## src/rtl/sox_pkg.sv

```systemverilog
package sox_pkg;
  localparam int WORD = 18;
  localparam int FLD  = 13;
  localparam int CHW  = 7;
  localparam int CHAN = 11;

  typedef logic [WORD-1:0] word_t;

  localparam logic [FLD-1:0] OP_EXIT = 13'd7168;
  localparam logic [FLD-1:0] OP_TSTD = 13'd7169;
  localparam logic [FLD-1:0] OP_BINC = 13'd7170;
  localparam logic [FLD-1:0] OP_A2Q  = 13'd7172;
  localparam logic [FLD-1:0] OP_Q2A  = 13'd7173;
  localparam logic [FLD-1:0] OP_A2B  = 13'd7174;
  localparam logic [FLD-1:0] OP_B2A  = 13'd7175;
  localparam logic [FLD-1:0] OP_REL  = 13'd7176;
  localparam logic [FLD-1:0] OP_ABS  = 13'd7177;
  localparam logic [FLD-1:0] OP_CHIN = 13'd2048;

  typedef enum logic [3:0] {
    S_IDLE, S_ESCR, S_EB, S_ER0, S_ER1, S_EFIN, S_XR2, S_XR3, S_XFIN
  } lvl_state_t;

  // zero, or the two top bits disagree
  function automatic logic f_standard(word_t a);
    return (a == '0) || (a[WORD-1] != a[WORD-2]);
  endfunction

  function automatic word_t f_step_b(word_t b);
    return b + word_t'(1);
  endfunction

  function automatic logic f_b_wraps(word_t nb);
    return nb[12:0] == 13'd0;
  endfunction

  function automatic word_t f_char_shift(word_t a, logic [CHW-1:0] ch);
    return (a << CHW) | word_t'(ch);
  endfunction

  function automatic word_t f_a_to_q(word_t a);
    return {a[WORD-2:0], 1'b0};
  endfunction

  function automatic word_t f_q_to_a(word_t q);
    return {1'b0, q[WORD-1:1]};
  endfunction
endpackage

```

## src/rtl/sox_order_dec.sv

```systemverilog
module sox_order_dec
  import sox_pkg::*;
(
  input  logic              clk,
  input  logic              rst_n,
  input  logic              en,
  input  logic [FLD-1:0]    field,
  input  word_t             a_in,
  input  word_t             q_in,
  input  word_t             b_in,
  input  logic [CHW-1:0]    char_in,
  input  word_t             io_rdata,
  output logic              a_we,
  output word_t             a_wd,
  output logic              q_we,
  output word_t             q_wd,
  output logic              b_we,
  output word_t             b_wd,
  output logic              skip,
  output logic              io_rd,
  output logic              io_wr,
  output logic              mode_set,
  output logic              mode_rel,
  output logic              exit_req
);
  always_comb begin
    a_we = 1'b0; a_wd = a_in;
    q_we = 1'b0; q_wd = q_in;
    b_we = 1'b0; b_wd = b_in;
    skip = 1'b0; io_rd = 1'b0; io_wr = 1'b0;
    mode_set = 1'b0; mode_rel = 1'b0; exit_req = 1'b0;
    if (en) begin
      if (field[FLD-1:FLD-2] == 2'b00) begin
        io_rd = 1'b1; a_we = 1'b1; a_wd = io_rdata;
      end else if (field[FLD-1:FLD-2] == 2'b10) begin
        io_wr = 1'b1;
      end else begin
        case (field)
          OP_CHIN: begin a_we = 1'b1; a_wd = f_char_shift(a_in, char_in); end
          OP_EXIT: exit_req = 1'b1;
          OP_TSTD: skip = f_standard(a_in);
          OP_BINC: begin
            b_we = 1'b1; b_wd = f_step_b(b_in); skip = f_b_wraps(f_step_b(b_in));
          end
          OP_A2Q:  begin q_we = 1'b1; q_wd = f_a_to_q(a_in); end
          OP_Q2A:  begin a_we = 1'b1; a_wd = f_q_to_a(q_in); end
          OP_A2B:  begin b_we = 1'b1; b_wd = a_in; end
          OP_B2A:  begin a_we = 1'b1; a_wd = b_in; end
          OP_REL:  begin mode_set = 1'b1; mode_rel = 1'b1; end
          OP_ABS:  mode_set = 1'b1;
          default: ;
        endcase
      end
    end
  end

  // only the two test orders can request a skip
  p_skip_codes_r2: assert property (@(posedge clk) disable iff (!rst_n)
    skip |-> en && (field == OP_TSTD || field == OP_BINC));
  // one destination register per order at most
  p_one_dest_r8: assert property (@(posedge clk) disable iff (!rst_n)
    $onehot0({a_we, q_we, b_we}));
  // a channel is never read and written in the same order
  p_io_excl_r7: assert property (@(posedge clk) disable iff (!rst_n)
    !(io_rd && io_wr));
endmodule

```

## src/rtl/sox_level_seq.sv

```systemverilog
module sox_level_seq
  import sox_pkg::*;
#(
  parameter int AW       = 15,
  parameter int LOAD_SCR = 0,
  parameter int LOAD_B   = 1,
  parameter int SAVE_SCR = 2,
  parameter int SAVE_B   = 3
)(
  input  logic          clk,
  input  logic          rst_n,
  input  logic          irq,
  input  logic          op_valid,
  input  logic          exit_req,
  input  word_t         scr_in,
  input  word_t         b_in,
  input  word_t         mem_rdata,
  output logic          busy,
  output logic          level_top,
  output logic          mem_req,
  output logic          mem_we,
  output logic [AW-1:0] mem_addr,
  output word_t         mem_wdata,
  output logic          scr_we,
  output word_t         scr_wd,
  output logic          b_we,
  output word_t         b_wd
);
  localparam logic [AW-1:0] A_LSCR = AW'(LOAD_SCR);
  localparam logic [AW-1:0] A_LB   = AW'(LOAD_B);
  localparam logic [AW-1:0] A_SSCR = AW'(SAVE_SCR);
  localparam logic [AW-1:0] A_SB   = AW'(SAVE_B);

  lvl_state_t state, nstate;
  logic enter_go, leave_go;

  assign enter_go = (state == S_IDLE) && irq && !level_top && !op_valid;
  assign leave_go = (state == S_IDLE) && exit_req && level_top;
  assign busy     = (state != S_IDLE);

  always_comb begin
    nstate = state;
    case (state)
      S_IDLE:  nstate = enter_go ? S_ESCR : (leave_go ? S_XR2 : S_IDLE);
      S_ESCR:  nstate = S_EB;
      S_EB:    nstate = S_ER0;
      S_ER0:   nstate = S_ER1;
      S_ER1:   nstate = S_EFIN;
      S_XR2:   nstate = S_XR3;
      S_XR3:   nstate = S_XFIN;
      default: nstate = S_IDLE;
    endcase
  end

  always_ff @(posedge clk or negedge rst_n) begin
    if (!rst_n) begin
      state     <= S_IDLE;
      level_top <= 1'b1;
    end else begin
      state <= nstate;
      if (state == S_EFIN) level_top <= 1'b1;
      else if (state == S_XFIN) level_top <= 1'b0;
    end
  end

  always_comb begin
    mem_req = 1'b0; mem_we = 1'b0; mem_addr = '0; mem_wdata = scr_in;
    scr_we = 1'b0; scr_wd = mem_rdata; b_we = 1'b0; b_wd = mem_rdata;
    case (state)
      S_ESCR: begin mem_req = 1'b1; mem_we = 1'b1; mem_addr = A_SSCR; end
      S_EB:   begin mem_req = 1'b1; mem_we = 1'b1; mem_addr = A_SB; mem_wdata = b_in; end
      S_ER0:  begin mem_req = 1'b1; mem_addr = A_LSCR; end
      S_ER1:  begin mem_req = 1'b1; mem_addr = A_LB; scr_we = 1'b1; end
      S_EFIN: b_we = 1'b1;
      S_XR2:  begin mem_req = 1'b1; mem_addr = A_SSCR; end
      S_XR3:  begin mem_req = 1'b1; mem_addr = A_SB; scr_we = 1'b1; end
      S_XFIN: b_we = 1'b1;
      default: ;
    endcase
  end

  // memory writes land only on the save words
  p_save_only_r9: assert property (@(posedge clk) disable iff (!rst_n)
    mem_we |-> mem_req && (mem_addr == A_SSCR || mem_addr == A_SB));
  // entry finishes on the high level, idle
  p_entry_top_r9: assert property (@(posedge clk) disable iff (!rst_n)
    (state == S_EFIN) |=> level_top && !busy);
  // exit finishes on the low level
  p_exit_low_r11: assert property (@(posedge clk) disable iff (!rst_n)
    (state == S_XFIN) |=> !level_top);
  // no entry sequence starts from the high level
  p_masked_top_r10: assert property (@(posedge clk) disable iff (!rst_n)
    (level_top && state == S_IDLE) |=> state != S_ESCR);
  // the level flag moves only at the end of a sequence
  p_level_move_r1: assert property (@(posedge clk) disable iff (!rst_n)
    !$stable(level_top) |-> $past(state == S_EFIN || state == S_XFIN));
endmodule

```

## src/rtl/sox_unit.sv

```systemverilog
module sox_unit
  import sox_pkg::*;
#(
  parameter int AW = 15
)(
  input  logic              clk,
  input  logic              rst_n,
  input  logic              op_valid,
  input  logic [12:0]       op_field,
  input  logic [17:0]       a_in,
  input  logic [17:0]       q_in,
  input  logic [17:0]       b_in,
  input  logic [17:0]       scr_in,
  input  logic [6:0]        char_in,
  input  logic [17:0]       io_rdata,
  input  logic              irq,
  input  logic [17:0]       mem_rdata,
  output logic              a_we,
  output logic [17:0]       a_wd,
  output logic              q_we,
  output logic [17:0]       q_wd,
  output logic              b_we,
  output logic [17:0]       b_wd,
  output logic              scr_we,
  output logic [17:0]       scr_wd,
  output logic              skip,
  output logic              rel_mode,
  output logic              level_top,
  output logic              busy,
  output logic              io_rd,
  output logic              io_wr,
  output logic [10:0]       io_chan,
  output logic [17:0]       io_wdata,
  output logic              mem_req,
  output logic              mem_we,
  output logic [AW-1:0]     mem_addr,
  output logic [17:0]       mem_wdata
);
  logic  dec_en, dec_b_we, seq_b_we, mode_set, mode_rel, exit_req;
  word_t dec_b_wd, seq_b_wd;

  assign dec_en   = op_valid && !busy;
  assign io_chan  = op_field[CHAN-1:0];
  assign io_wdata = a_in;

  sox_order_dec u_dec (
    .clk(clk), .rst_n(rst_n), .en(dec_en), .field(op_field),
    .a_in(a_in), .q_in(q_in), .b_in(b_in), .char_in(char_in), .io_rdata(io_rdata),
    .a_we(a_we), .a_wd(a_wd), .q_we(q_we), .q_wd(q_wd),
    .b_we(dec_b_we), .b_wd(dec_b_wd), .skip(skip), .io_rd(io_rd), .io_wr(io_wr),
    .mode_set(mode_set), .mode_rel(mode_rel), .exit_req(exit_req)
  );

  sox_level_seq #(.AW(AW)) u_seq (
    .clk(clk), .rst_n(rst_n), .irq(irq), .op_valid(op_valid), .exit_req(exit_req),
    .scr_in(scr_in), .b_in(b_in), .mem_rdata(mem_rdata),
    .busy(busy), .level_top(level_top), .mem_req(mem_req), .mem_we(mem_we),
    .mem_addr(mem_addr), .mem_wdata(mem_wdata), .scr_we(scr_we), .scr_wd(scr_wd),
    .b_we(seq_b_we), .b_wd(seq_b_wd)
  );

  assign b_we = dec_b_we | seq_b_we;
  assign b_wd = seq_b_we ? seq_b_wd : dec_b_wd;

  always_ff @(posedge clk or negedge rst_n) begin
    if (!rst_n)        rel_mode <= 1'b0;
    else if (mode_set) rel_mode <= mode_rel;
  end

  // the mode flag changes only after a mode order
  p_mode_change_r5: assert property (@(posedge clk) disable iff (!rst_n)
    !$stable(rel_mode) |-> $past(mode_set));
  // no order result leaks out during a level sequence
  p_quiet_busy_r12: assert property (@(posedge clk) disable iff (!rst_n)
    busy |-> !a_we && !q_we && !skip && !io_rd && !io_wr);
endmodule

```

## config.mk

```make
export PLATFORM = sky130hd
export DESIGN_NAME = sox_unit
export DESIGN_NICKNAME = d
export VERILOG_FILES = /design/src/rtl/sox_pkg.sv /design/src/rtl/sox_order_dec.sv /design/src/rtl/sox_level_seq.sv /design/src/rtl/sox_unit.sv
export SDC_FILE = /design/constraint.sdc
export NUM_CORES = 1
export LEC_CHECK = 0
export BUFFER_PORTS_ARGS = -buffer_cell sky130_fd_sc_hd__buf_4
export CAP_MARGIN = 10
export CORE_AREA = 5 5 106 108
export CTS_BUF_LIST = sky130_fd_sc_hd__clkbuf_8
export DETAILED_ROUTE_END_ITERATION = 7
export DIE_AREA = 0 0 111 113
export PLACE_DENSITY = 0.68
export SYNTH_ARGS = -nofsm -noshare
export SYNTH_HDL_FRONTEND = slang
export SYNTH_SLANG_ARGS = --single-unit
```

## constraint.sdc

```tcl
create_clock -name clk -period 2.9 [get_ports clk]
set_input_delay 0.145 -clock clk [delete_from_list [all_inputs] [get_ports clk]]
set_output_delay 0.145 -clock clk [all_outputs]
set_load 0.01 [all_outputs]
```

==> out/qor.csv <==
metric,value,unit
initialDrtViolationCount,286,
hold_violations,0,
syn_area,3132,sq um
grt_pass1_vias,4194,
track_usage,24.71,%
slew_headroom,49.11,%
cp.arrival,2.56,ns
outcome,completed,
tritoncts,done,
die_h,113,microns
vias,4144,
ys_ff_latch,6,
p_per_area,385.8,nW/um^2
numPortBuffers,264,
die_area,12540,sq um
vias_per_cell,5.592,
clk_latency,0.23,ns
ys_async_sr_fraction,100.0,%
cts_buffers,3,
dpl-instance-area,4831,sq um
dp_hpwl,13.86,mm
p_seq_share,10.6,%
finalCritPeriodShare,93.42,%
layout-drive-gt1-share,58.18,%
final_common_cell,buf_4,
post-route-min-period,2.709,ns
overflow,0,
rows,37,
top_level_ports,278,
post-place-ws,0.3746,ns
drv_slew,0,
ys_types,62,
hold_path.class,primary input to register,
finalSetupTns,0,ns
syn_inst,404,
nNetsFinal,741,
pwr-share-comb,82.5,%
pwr-share-clk,6.9,%
wl_met2,8.763,mm
yosysSeqAreaShare,4.834,%
dpl.cell_count,736,
wl_met1,6.584,mm
p_switching,0.8820,mW
avgSynthCellArea,7.752,sq um
postLayoutCellArea,4887,sq um
initial_utilization,30.89,%
drv_cap,0,
wl_met3,1.305,mm
path_clk_slew,0.04,ns
cts_setup_buffers,0,
drc,0,
num_antenna_cells,0,
die_w,111,microns
yosys-top-cells-area,"mux2_2, buf_4, a22oi_1",
worstPathMaxFanout,17,
core_area,10140,sq um
synth_area_leader_cell,mux2_2,
internal-power,1.003,mW
cp.required,2.76,ns
finalClockSkew,0.004669,ns
top_layer,met4,
synth_enable_flop_cells,0,
grt_max_degree,25,
cp-start-kind,register,
critPathKind,register to output pin,
antenna_found_initial,0,
reg2reg_slack,0.98,ns
vdd_drop_max,0.4290,mV
ys_warn_count,0,
drt-pass1-iter-count,5,
syn2layout_area_growth,56.05,%
rsz0062_at_grt,no,
setup_violations,0,
wl_per_cell,22.93,microns
wl,16.99,mm
ys.flop_type,dfrtp_1,
place_congestion,0.8869,
tightestPinTransition,0.7612,ns
cts_buffer_depth,2,
ant_nets,0,
root_buffer,clkbuf_8,
cp-end-kind,output pin,
p_leak,2.242,nW
htreeDepth,1,
layout_common_cells,"buf_4, mux2_2, a22oi_1, nor2_1, o21ai_0",
final_core_util,48.20,%
stdcell_count,741,
grt_pass1_wl,24.94,mm
switching_share,46.78,%
finalWorstSetupSlack,0.1908,ns
netlist.area_leader.share,15.82,%
clock-sinks,6,
max_freq,0.3691,GHz
==> power by group through the flow <==
| stage | Clock (mW) | Combinational (mW) | Sequential (mW) |
|---|---|---|---|
| after floorplan | 0 | 0.861 | 0.137 |
| after global placement | 0 | 1.54 | 0.192 |
| after detailed placement | 0 | 1.55 | 0.199 |
| after CTS | 0.135 | 1.56 | 0.198 |
| after global routing | 0.137 | 1.67 | 0.209 |
| final | 0.130 | 1.56 | 0.200 |
==> metal layers <==
metal	vias up	global-route usage, %
li1	1908	-
met1	1982	29.80
met2	229	45.55
met3	25	4.439
met4	0	5.747
met5	-	0
==> per-stage QoR <==
step	hold WS (ns)	power [mW]
2_1_floorplan	-0.1506	0.9984
3_3_place_gp	-0.04649	1.729
3_5_place_dp	-0.04516	1.753
4_1_cts	0.2186	1.896
5_1_grt	0.2427	2.013
6_report	0.2249	1.885
==> state kept, by name, summed over array words and instances, names as in the netlist <==
name             cells
rel_mode             1
u_seq.level_top      1
u_seq.state          4
==> synthesized netlist by cell type, types with 6 or more instances <==
cell      count
buf_4        61
mux2_2       44
a22oi_1      26
clkbuf_1     19
nor2_1       19
o21ai_0      18
a221o_1      17
o221a_2      17
nand2_1      12
inv_1        11
nand3_1      11
a21oi_1       9
nand4_1       9
nor3_1        9
mux2_1        8
nor4_1        8
and3_1        7
nor2b_1       7
xor2_1        7
buf_2         6
==> cells by family after synthesis <==
family          Yosys count  synth area share, %
flops                     6                4.834
fa+ha+maj                 3                1.199
buf+inv                 101                19.90
other cells               1               0.1197
simple gates            117                23.21
compound gates          110                28.01
mux                      55                19.66
xor+xnor                 11                3.076
==> critical path, stage by stage, from the launching register on <==
cell and delay (ns):
dfrtp_1 0.51, nor4_4 0.35, nand3_1 0.30, o31a_2 0.56, o21ai_0 0.19, o311ai_0 0.22, buf_4 0.21
==> area by class of cell <==
cell class,instances,area (sq um)
repair buffers,275,2067
flip-flops and latches,6,151.4
well taps,136,170.2
clock inverters,1,3.754
multi-input cells,309,2412
fillers,977,5251
inverters,11,41.29
clock buffers,3,41.29
==> final timing paths <==
path	start	cells past startpoint	to
worst max-delay path	u_seq.state[1]	6	b_wd[15]
worst min-delay path	op_field[0]	2	rel_mode
worst max register to register	u_seq.state[1]	4	rel_mode
worst min register to register	rel_mode	2	rel_mode
max in group asynchronous	rst_n	2	u_seq.level_top
min in group asynchronous	rst_n	2	u_seq.state[2]
==> what timing repair did <==
action                                 4_1_cts  5_1_grt
setup endpoints to repair                    0        1
hold buffers                                 1        0
endpoints found under the hold margin        6        0
resized for setup                            0        1
(Power assumes the default switching activity.)
